`src/rtl/gt_pkg.sv`:
```
package gt_pkg;
  localparam int unsigned ADDR_W = 5;

  localparam logic [ADDR_W-1:0] A_LOAD = 5'h00;
  localparam logic [ADDR_W-1:0] A_CNT  = 5'h04;
  localparam logic [ADDR_W-1:0] A_CTL  = 5'h08;
  localparam logic [ADDR_W-1:0] A_CLR  = 5'h0C;
  localparam logic [ADDR_W-1:0] A_STAT = 5'h18;

  typedef struct packed {
    logic       periodic;  // bit 6
    logic       en;        // bit 5
    logic [1:0] pre;       // bits 3:2
    logic       irq_sel;   // bit 1
    logic       freeze;    // bit 0
  } ctl_t;

  localparam ctl_t CTL_RST = '{periodic: 1'b1, en: 1'b1, pre: 2'b10,
                               irq_sel: 1'b0, freeze: 1'b1};
endpackage

```
`src/rtl/gt_prescaler.sv`:
```
module gt_prescaler #(
  parameter int unsigned STEP = 4
) (
  input  logic       clk_i,
  input  logic       rst_ni,
  input  logic       run_i,
  input  logic       restart_i,
  input  logic [1:0] pre_i,
  output logic       tick_o
);
  localparam int unsigned PSC_W = 3 * STEP;

  logic [PSC_W-1:0] lim [4];
  logic [PSC_W-1:0] psc_q, psc_d;
  logic             at_lim;

  for (genvar g = 0; g < 4; g++) begin : g_lim
    localparam int unsigned LIM = (1 << (g * STEP)) - 1;
    assign lim[g] = PSC_W'(LIM);
  end

  assign at_lim = (psc_q == lim[pre_i]);
  assign tick_o = run_i && at_lim;

  always_comb begin
    psc_d = psc_q;
    if (restart_i)   psc_d = '0;
    else if (run_i)  psc_d = at_lim ? '0 : psc_q + PSC_W'(1);
  end

  always_ff @(posedge clk_i or negedge rst_ni) begin
    if (!rst_ni) psc_q <= '0;
    else         psc_q <= psc_d;
  end


  psc_bound_chk: assert property (@(posedge clk_i) disable iff (!rst_ni)
    psc_q <= lim[pre_i]);


  psc_hold_chk: assert property (@(posedge clk_i) disable iff (!rst_ni)
    (!run_i && !restart_i) |=> $stable(psc_q));
endmodule

```
`src/rtl/gt_counter.sv`:
```
module gt_counter #(
  parameter int unsigned  CNT_W    = 16,
  parameter logic [CNT_W-1:0] RST_VAL  = 16'h1000,
  parameter logic [CNT_W-1:0] WRAP_VAL = 16'h1000
) (
  input  logic             clk_i,
  input  logic             rst_ni,
  input  logic             tick_i,
  input  logic             clr_i,
  input  logic             periodic_i,
  input  logic [CNT_W-1:0] load_i,
  output logic [CNT_W-1:0] cnt_o,
  output logic             to_o
);
  logic [CNT_W-1:0] cnt_q, cnt_d;
  logic             at_zero;

  assign at_zero = (cnt_q == '0);
  assign to_o    = tick_i && !clr_i && at_zero;
  assign cnt_o   = cnt_q;

  always_comb begin
    cnt_d = cnt_q;
    if (clr_i)                 cnt_d = load_i;
    else if (tick_i && at_zero) cnt_d = periodic_i ? load_i : WRAP_VAL;
    else if (tick_i)           cnt_d = cnt_q - CNT_W'(1);
  end

  always_ff @(posedge clk_i or negedge rst_ni) begin
    if (!rst_ni) cnt_q <= RST_VAL;
    else         cnt_q <= cnt_d;
  end


  cnt_hold_chk: assert property (@(posedge clk_i) disable iff (!rst_ni)
    (!tick_i && !clr_i) |=> $stable(cnt_q));


  cnt_wrap_chk: assert property (@(posedge clk_i) disable iff (!rst_ni)
    (to_o && !periodic_i) |=> (cnt_q == WRAP_VAL));


  cnt_reload_chk: assert property (@(posedge clk_i) disable iff (!rst_ni)
    (to_o && periodic_i) |=> (cnt_q == $past(load_i)));
endmodule

```
`src/rtl/gt_regs.sv`:
```
module gt_regs
  import gt_pkg::*;
#(
  parameter int unsigned      CNT_W    = 16,
  parameter logic [CNT_W-1:0] LOAD_RST = 16'h1000
) (
  input  logic              clk_i,
  input  logic              rst_ni,
  input  logic              sel_i,
  input  logic              wr_i,
  input  logic [ADDR_W-1:0] addr_i,
  input  logic [CNT_W-1:0]  wdata_i,
  input  logic [CNT_W-1:0]  cnt_i,
  input  logic [1:0]        stat_i,
  output logic [CNT_W-1:0]  rdata_o,
  output logic [CNT_W-1:0]  load_o,
  output ctl_t              ctl_o,
  output logic              clr_o,
  output logic              psc_restart_o
);
  logic [CNT_W-1:0] load_q, load_d;
  ctl_t             ctl_q, ctl_d, ctl_w;
  logic             wr_load, wr_ctl;

  assign wr_load = sel_i && wr_i && (addr_i == A_LOAD);
  assign wr_ctl  = sel_i && wr_i && (addr_i == A_CTL);
  assign clr_o   = sel_i && wr_i && (addr_i == A_CLR);

  assign ctl_w = '{periodic: wdata_i[6], en: wdata_i[5], pre: wdata_i[3:2],
                   irq_sel: wdata_i[1], freeze: wdata_i[0]};

  always_comb begin
    load_d = wr_load ? wdata_i : load_q;
    ctl_d  = wr_ctl  ? ctl_w   : ctl_q;
  end

  assign psc_restart_o = clr_o ||
    (wr_ctl && ((ctl_w.pre != ctl_q.pre) || (ctl_w.en && !ctl_q.en)));

  always_ff @(posedge clk_i or negedge rst_ni) begin
    if (!rst_ni) begin
      load_q <= LOAD_RST;
      ctl_q  <= CTL_RST;
    end else begin
      load_q <= load_d;
      ctl_q  <= ctl_d;
    end
  end

  assign load_o = load_q;
  assign ctl_o  = ctl_q;

  always_comb begin
    rdata_o = '0;
    case (addr_i)
      A_LOAD:  rdata_o = load_q;
      A_CNT:   rdata_o = cnt_i;
      A_CTL:   rdata_o = {{(CNT_W-8){1'b0}}, 1'b1, ctl_q.periodic, ctl_q.en,
                          1'b0, ctl_q.pre, ctl_q.irq_sel, ctl_q.freeze};
      A_STAT:  rdata_o = {{(CNT_W-2){1'b0}}, stat_i};
      default: rdata_o = '0;
    endcase
  end


  ctl_only_by_write_chk: assert property (@(posedge clk_i) disable iff (!rst_ni)
    !wr_ctl |=> $stable(ctl_q));


  load_only_by_write_chk: assert property (@(posedge clk_i) disable iff (!rst_ni)
    !wr_load |=> $stable(load_q));
endmodule

```
`src/rtl/guard_timer.sv`:
```
module guard_timer
  import gt_pkg::*;
#(
  parameter int unsigned      CNT_W    = 16,
  parameter int unsigned      STEP     = 4,
  parameter logic [CNT_W-1:0] LOAD_RST = 16'h1000,
  parameter logic [CNT_W-1:0] WRAP_VAL = 16'h1000
) (
  input  logic              clk_i,
  input  logic              rst_ni,
  input  logic              hib_i,
  input  logic              bus_sel_i,
  input  logic              bus_wr_i,
  input  logic [ADDR_W-1:0] bus_addr_i,
  input  logic [CNT_W-1:0]  bus_wdata_i,
  output logic [CNT_W-1:0]  bus_rdata_o,
  output logic              rst_req_o,
  output logic              irq_o
);
  logic [1:0]       rst_sync_q;
  logic             rst_n;
  ctl_t             ctl;
  logic [CNT_W-1:0] load, cnt;
  logic             clr, psc_restart, run, tick, to;
  logic             irq_q, irq_d, rreq_q, rreq_d, busy_q, busy_d;
  logic             use_irq;

  always_ff @(posedge clk_i or negedge rst_ni) begin
    if (!rst_ni) rst_sync_q <= '0;
    else         rst_sync_q <= {rst_sync_q[0], 1'b1};
  end
  assign rst_n = rst_sync_q[1];

  gt_regs #(.CNT_W(CNT_W), .LOAD_RST(LOAD_RST)) regs_i (
    .clk_i, .rst_ni(rst_n), .sel_i(bus_sel_i), .wr_i(bus_wr_i),
    .addr_i(bus_addr_i), .wdata_i(bus_wdata_i), .cnt_i(cnt),
    .stat_i({busy_q, irq_q}), .rdata_o(bus_rdata_o), .load_o(load),
    .ctl_o(ctl), .clr_o(clr), .psc_restart_o(psc_restart)
  );

  assign run = ctl.en && !(hib_i && ctl.freeze);

  gt_prescaler #(.STEP(STEP)) psc_i (
    .clk_i, .rst_ni(rst_n), .run_i(run), .restart_i(psc_restart),
    .pre_i(ctl.pre), .tick_o(tick)
  );

  gt_counter #(.CNT_W(CNT_W), .RST_VAL(LOAD_RST), .WRAP_VAL(WRAP_VAL)) cnt_i (
    .clk_i, .rst_ni(rst_n), .tick_i(tick), .clr_i(clr),
    .periodic_i(ctl.periodic), .load_i(load), .cnt_o(cnt), .to_o(to)
  );

  assign use_irq = ctl.irq_sel && !hib_i;

  always_comb begin
    irq_d  = irq_q;
    if (clr)                 irq_d = 1'b0;
    else if (to && use_irq)  irq_d = 1'b1;
    rreq_d = to && !use_irq;
    busy_d = clr;
  end

  always_ff @(posedge clk_i or negedge rst_n) begin
    if (!rst_n) begin
      irq_q  <= 1'b0;
      rreq_q <= 1'b0;
      busy_q <= 1'b0;
    end else begin
      irq_q  <= irq_d;
      rreq_q <= rreq_d;
      busy_q <= busy_d;
    end
  end

  assign rst_req_o = rreq_q;
  assign irq_o     = irq_q;


  hib_forces_reset_chk: assert property (@(posedge clk_i) disable iff (!rst_n)
    (to && hib_i) |=> rst_req_o);


  irq_route_chk: assert property (@(posedge clk_i) disable iff (!rst_n)
    (to && ctl.irq_sel && !hib_i) |=> (irq_o && !rst_req_o));


  clear_drops_irq_chk: assert property (@(posedge clk_i) disable iff (!rst_n)
    clr |=> !irq_o);


  rreq_single_chk: assert property (@(posedge clk_i) disable iff (!rst_n)
    (rst_req_o && !$past(to)) |-> 1'b0);
endmodule

```
`config.mk`:
```
export PLATFORM = sky130hd
export DESIGN_NAME = guard_timer
export DESIGN_NICKNAME = d
export VERILOG_FILES = /design/src/rtl/gt_pkg.sv /design/src/rtl/gt_prescaler.sv /design/src/rtl/gt_counter.sv /design/src/rtl/gt_regs.sv /design/src/rtl/guard_timer.sv
export SDC_FILE = /design/constraint.sdc
export NUM_CORES = 1
export LEC_CHECK = 0
export ABC_AREA = 1
export BUFFER_PORTS_ARGS = -buffer_cell sky130_fd_sc_hd__buf_2
export CAP_MARGIN = 10
export CORE_AREA = 2 2 107 78
export CTS_CLUSTER_DIAMETER = 100
export DETAILED_ROUTE_END_ITERATION = 10
export DIE_AREA = 0 0 109 80
export GPL_ROUTABILITY_DRIVEN = 0
export PLACE_DENSITY = 0.79
export SLEW_MARGIN = 20
export SYNTH_ARGS = -nofsm -noshare
export SYNTH_HDL_FRONTEND = slang
export SYNTH_SLANG_ARGS = --single-unit
```
`constraint.sdc`:
```
create_clock -name clk_i -period 2.04 [get_ports clk_i]
set_input_delay 0.408 -clock clk_i [delete_from_list [all_inputs] [get_ports clk_i]]
set_output_delay 0.408 -clock clk_i [all_outputs]
set_load 0.02 [all_outputs]
```
Yosys cells after proc, flatten, opt, wreduce, memory -nomap -nowiden
Cells that the tools add are included.
Widths: inputs -> output; s select.
Word-level totals
  output and inout bits: 18
  word-level logic and storage cells: 62
  register bits after elaboration: 55
  input port bits: 26
Operators by class
  add/subtract/negate cells: 2
  bitwise logic cells: 1
  reduce and logical (&&, ||, !) cells: 27
  equality and inequality tests: 6
  order comparisons: 1
  multiplexer cells: 13
Operator list (count)
  $mux 16: 4
  $pmux 16 s4: 1
  $mux 12: 5
  $bmux 12 s2: 1
  $logic_not 16->1: 1
  $sub 16x1->16 const B: 1
  $logic_and 1x1->1: 15
  $add 12x1->12 const B: 1
  $eq 12x12->1: 1
  $eq 5x4->1 const B: 2
  $eq 5x3->1 const B: 1
  $eq 5x5->1 const B: 1
  $logic_not 1->1: 5
  $logic_not 5->1: 1
  $reduce_bool 2->1: 2
  $ge 3x3->1 const B: 1
  $not 2->3: 1
  $reduce_bool 3->1: 1
  $logic_or 1x1->1: 2
  $mux 1: 2
  $ne 2x2->1: 1

Longest topological paths before layout
  depth in word-level cells: 11
  gate-level depth with buffers: 12
  mapped depth without buffers: 11

Hierarchy
Synthesis repeated with hierarchy kept, for this count alone.
Unflattened totals
  cells, all modules: 536
  area, all modules: 3713.6 sq um
By module, submodules not included
  gt_counter: seq. area each 401.6 sq um, instances 1, cells each 232, area an instance 1452.6 sq um
  gt_regs: seq. area each 556.8 sq um, instances 1, cells each 188, area an instance 1307.5 sq um
  gt_prescaler: seq. area each 300.3 sq um, instances 1, cells each 104, area an instance 783.3 sq um
  guard_timer: seq. area each 125.1 sq um, instances 1, cells each 12, area an instance 170.2 sq um

Worst setup path before layout
OpenSTA, ideal clock, no wires.
  path type: input to output
  from: input bus_addr_i[0]
  to: output bus_rdata_o[11]
  setup slack: 0.098 ns
  cell stages on the path: 6
  data arrival time: 1.534 ns
  required time: 1.632 ns
  buffers on the path: 1
  path through: inv_1 nand2_1 nor2_1 nand2_1 clkbuf_1 o21ai_0
On the way
  cells in the longest elaborated chain, start to end: 2
  elaborated cells on any way between the ends: 5
  classes of those cells: eq/ne (3); mux (1); reduce/logical (1)
Ends and longest elaborated chain
  start: declaration: line guard_timer.sv:14  | input logic [ADDR_W-1:0] bus_addr_i,
  $eq 5x5->1, or another cell as far along: line gt_regs.sv:55  | case (addr_i)
  $pmux 16 s4 *: line gt_regs.sv:55
  end: declaration: line guard_timer.sv:16  | output logic [CNT_W-1:0] bus_rdata_o,
Every way passes the cells marked *; elsewhere a longest branch is shown, timed or not.

Worst setup path after layout
  from: input bus_addr_i[0]
  to: output bus_rdata_o[6]
The elaborated chain is that of the path after synthesis.

==> metrics.md <==
| Metric | Value |
|---|---|
| Final Max Tran Viols | `0` |
| Crit-path slowest cell | `sky130_fd_sc_hd__buf_4` |
| Share of power burned in combinational logic | `0.361` |
| Post-route standard cell area excluding fillers | `between 4000 and 5000 um^2` |
| Minimum clock period after layout | `just under 2 ns` |
| Clk buf depth | `2` |
| Remaining number of nets flagged by the antenna check after routing | `0` |
| Fraction of power spent switching nets | `0.4211` |
| Yosys warning total | `0` |
| Setup WS post-layout | `about 0.11 ns` |
| Area of the core | `around 7700 um^2` |
| Cell family with most CP delay | `buffers and inverters` |
| Top cell type's share of synthesized area | `0.3284` |
| Largest net degree at the start of global routing | `54` |
| Number of nets in the final layout | `roughly 590` |
| Row count | `27` |
| Post-synth net total | `543` |
| Min-delay worst type | `reg -> async` |
| DIE AREA | `approximately 8700 um^2` |
| Launch point of the worst path | `bus_addr_i[0]` |
| Slowest Stage Delay on Critical Path | `roughly 0.21 ns` |
| Violation count after the first detailed-routing iteration | `between 200 and 300` |
| Initial Utilization | `0.4869` |
| Post-synthesis average cell area | `around 7.3 um^2` |
| Layout cells sized above 1 | `0.2261` |
| Minimum hold slack | `about 0.26 ns` |
| Worst-path maximum fanout | `9` |
| Clk network pwr share | `0.172` |
| Maximum level of the CTS H-tree | `2` |
| Sequential cell area fraction in the yosys report | `0.3706` |
| Global-route usage over all layers | `0.2368` |
| Number of distinct standard cells referenced by the synthesized netlist | `38` |
| Number of buffer cells added on primary ports | `43` |
| Area of the mapped netlist | `between 3000 and 4000 um^2` |
| EDFF count, synth | `0` |
| Switching power | `1.551 mW` |
| R2R Path Start | `regs_i.ctl_o[3]` |
| Filler Cells Inserted | `between 700 and 800` |
| Remaining design rule violation count | `0` |
| CP Launch Type | `input pin` |
| Synth cell count leaders | `159 x sky130_fd_sc_hd__nand2_1, 50 x sky130_fd_sc_hd__inv_1, 49 x sky130_fd_sc_hd__dfrtp_1` |
| Wire length after detailed routing | `around 9.6 mm` |
| Top achievable clock speed | `around 0.52 GHz` |
| # Max-Cap Violations | `0` |
| Final Cycle Share | `0.9484` |
| Wire per inst | `between 10 and 15 um` |
| Fraction of registers with async set/reset | `1.000` |
| Top-count cell post-synth | `sky130_fd_sc_hd__nand2_1` |
| Instance count on the critical path | `8` |
| Class of the most critical setup path | `in -> out` |
| Combined buffer and inverter count along the critical path | `4` |
| Main synth FF type | `sky130_fd_sc_hd__dfrtp_1` |
| Number of antenna repair diodes | `0` |
| Fin Clk Skew | `0.01490 ns` |
| Core utilization of the finished layout | `0.5484` |
| Total grt overflow | `0` |
| Dpl hpwl | `about 7.1 mm` |
| Chip Height | `around 80 um` |
| Worst vdd rail ir drop | `0.0003668 V` |
| First-pass detailed-route iteration total | `5` |
| Final Hold Vio Count | `0` |
| Post-DP Area | `approximately 4000 um^2` |
| Internal power consumption | `2.133 mW` |
| Antenna violations before repair | `0` |
| Post-Syn Instances | `514` |
| Total power per unit cell area | `876.1 nW/um^2` |
| Overall power consumption | `between 3 and 4 mW` |
| Register bit count reported by yosys | `55` |
| Number of vias per cell after detailed routing | `approximately 5.4` |
| Static power due to leakage | `between 2 and 2.5 nW` |
| CTS root buf | `sky130_fd_sc_hd__clkbuf_8` |
| Setup total negative slack | `0 ns` |
| Clock buffers created by TritonCTS | `5` |
| Part of the total power dissipated in sequential elements | `0.467` |
| Clock latency on the worst-skew pair | `roughly 0.32 ns` |
| Cell taking the most area after synthesis | `sky130_fd_sc_hd__dfrtp_1` |
| Vias in the first global route | `between 3k and 4k` |
| Post-layout instance count excluding filler cells | `667` |
| CTS tree | `built` |
| Total number of vias | `approximately 3.6k` |
| Cell Chain, Critical Path | `buf_2 > inv_1 > nand2_1 > nor2_1 > nand2_1 > buf_4 > o211ai_1 > buf_2` |
| RSZ-0062 raised after global routing | `no` |
| Endpoint required time on the critical path | `~1.6 ns` |
| Status | `complete, no violations` |
| Clock sink count | `55` |
| Growth of design area from synthesis to finish | `12.63%` |
| Wire length of the first global-routing pass | `between 15 and 20 mm` |
| Worst-case setup slack after placement | `about 0.094 ns` |
| CP endpoint kind | `primary output` |
| Worst Reg-to-Reg Cells | `11` |
| Arr. time, crit path | `around 1.5 ns` |
| Number of placed instances, taps included | `approximately 660` |
| I/O pin cnt | `44` |
| Worst-path clk slew | `roughly 0.11 ns` |
| Horiz. Die Dim | `roughly 110 um` |
| Ranking of synthesized cells by area | `sky130_fd_sc_hd__dfrtp_1 33%, sky130_fd_sc_hd__nand2_1 16%, sky130_fd_sc_hd__inv_1 5.0%` |
| Number of endpoints failing setup at the final stage | `0` |
==> cells by family after synthesis <==
group	count (synthesis)	share of synthesized area
buffers and inverters	79	0.08780
adders and majority gates	3	0.01005
other	1	0.001004
DFF	55	0.3706
muxes	13	0.03921
xor gates and xnor gates	15	0.03519
and+or+nand+nor	292	0.3723
AOI/OAI and AO/OA	56	0.08379
==> power by group through the flow <==
stage / logic (mW) / clock network, mW / registers [mW]
after floorplan: 1.01 / 0 / 1.65
after global placement: 1.27 / 0 / 1.72
after detailed placement: 1.31 / 0 / 1.72
after CTS: 1.32 / 0.653 / 1.71
after global routing: 1.51 / 0.689 / 1.76
final: 1.33 / 0.633 / 1.72
==> cell type report <==
cell class | instances | area, um^2 | area share
Clock buffer | 6 | 72.57 | 0.01726
Clock inverter | 2 | 17.52 | 0.004165
Inverter | 67 | 254.0 | 0.06040
Multi-Input combinational cell | 380 | 2022 | 0.4808
Sequential cell | 55 | 1385 | 0.3294
Tap cell | 101 | 126.4 | 0.03005
Timing Repair Buffer | 56 | 327.8 | 0.07795
==> what timing repair did <==
action | in CTS | in global routing
hold buffers | 1 | 0
setup endpoints to repair | 0 | 2
setup buffers | 0 | 0
endpoints found under the hold margin | 2 | 0
gates resized for setup | 0 | 2
==> cells in the final DEF (no fill, tap or decap), drive strengths merged, types with 8 or more instances in the layout <==
cell | netlist | final
a21oi | 18 | 18
inv | 57 | 58
xor2 | 12 | 12
dfrtp | 49 | 49
o21ai | 29 | 29
nand2 | 168 | 168
mux2 | 13 | 13
nor2 | 63 | 63
nand4 | 8 | 8
nand3 | 44 | 44
nor3 | 8 | 8
clkinv | 10 | 11
buf | 9 | 55
==> registers in the layout, indices dropped and copies added, names as in the netlist <==
signal,count
cnt_i.cnt_o,16
regs_i.load_o,16
psc_i.psc_q,12
regs_i.ctl_o,6
rst_sync_q,2
busy_q,1
irq_o,1
rst_req_o,1
==> routing by layer <==
| metal | up-vias | share of wire | global-route usage | routed length, um |
|---|---|---|---|---|
| met3 | 8 | 0.087 | 0.04082 | 831 |
| met1 | 1670 | 0.47 | 0.3578 | 4548 |
| met4 | 0 | 0.0089 | 0.05897 | 85 |
| met5 | - | 0 | 0 | 0 |
| li1 | 1733 | - | - | - |
| met2 | 169 | 0.43 | 0.3484 | 4119 |
==> worst paths after layout <==
kind | to | slack [ns]
setup / recovery | bus_rdata_o[6] | 0.11
max in group asynchronous | cnt_i.cnt_o[12] | 1.48
hold / removal | psc_i.psc_q[2] | 0.26
min in group clk_i | regs_i.load_o[11] | 0.29
setup reg to reg | cnt_i.cnt_o[0] | 0.15
hold reg to reg | psc_i.psc_q[2] | 0.26
(Power assumes the default switching activity.)
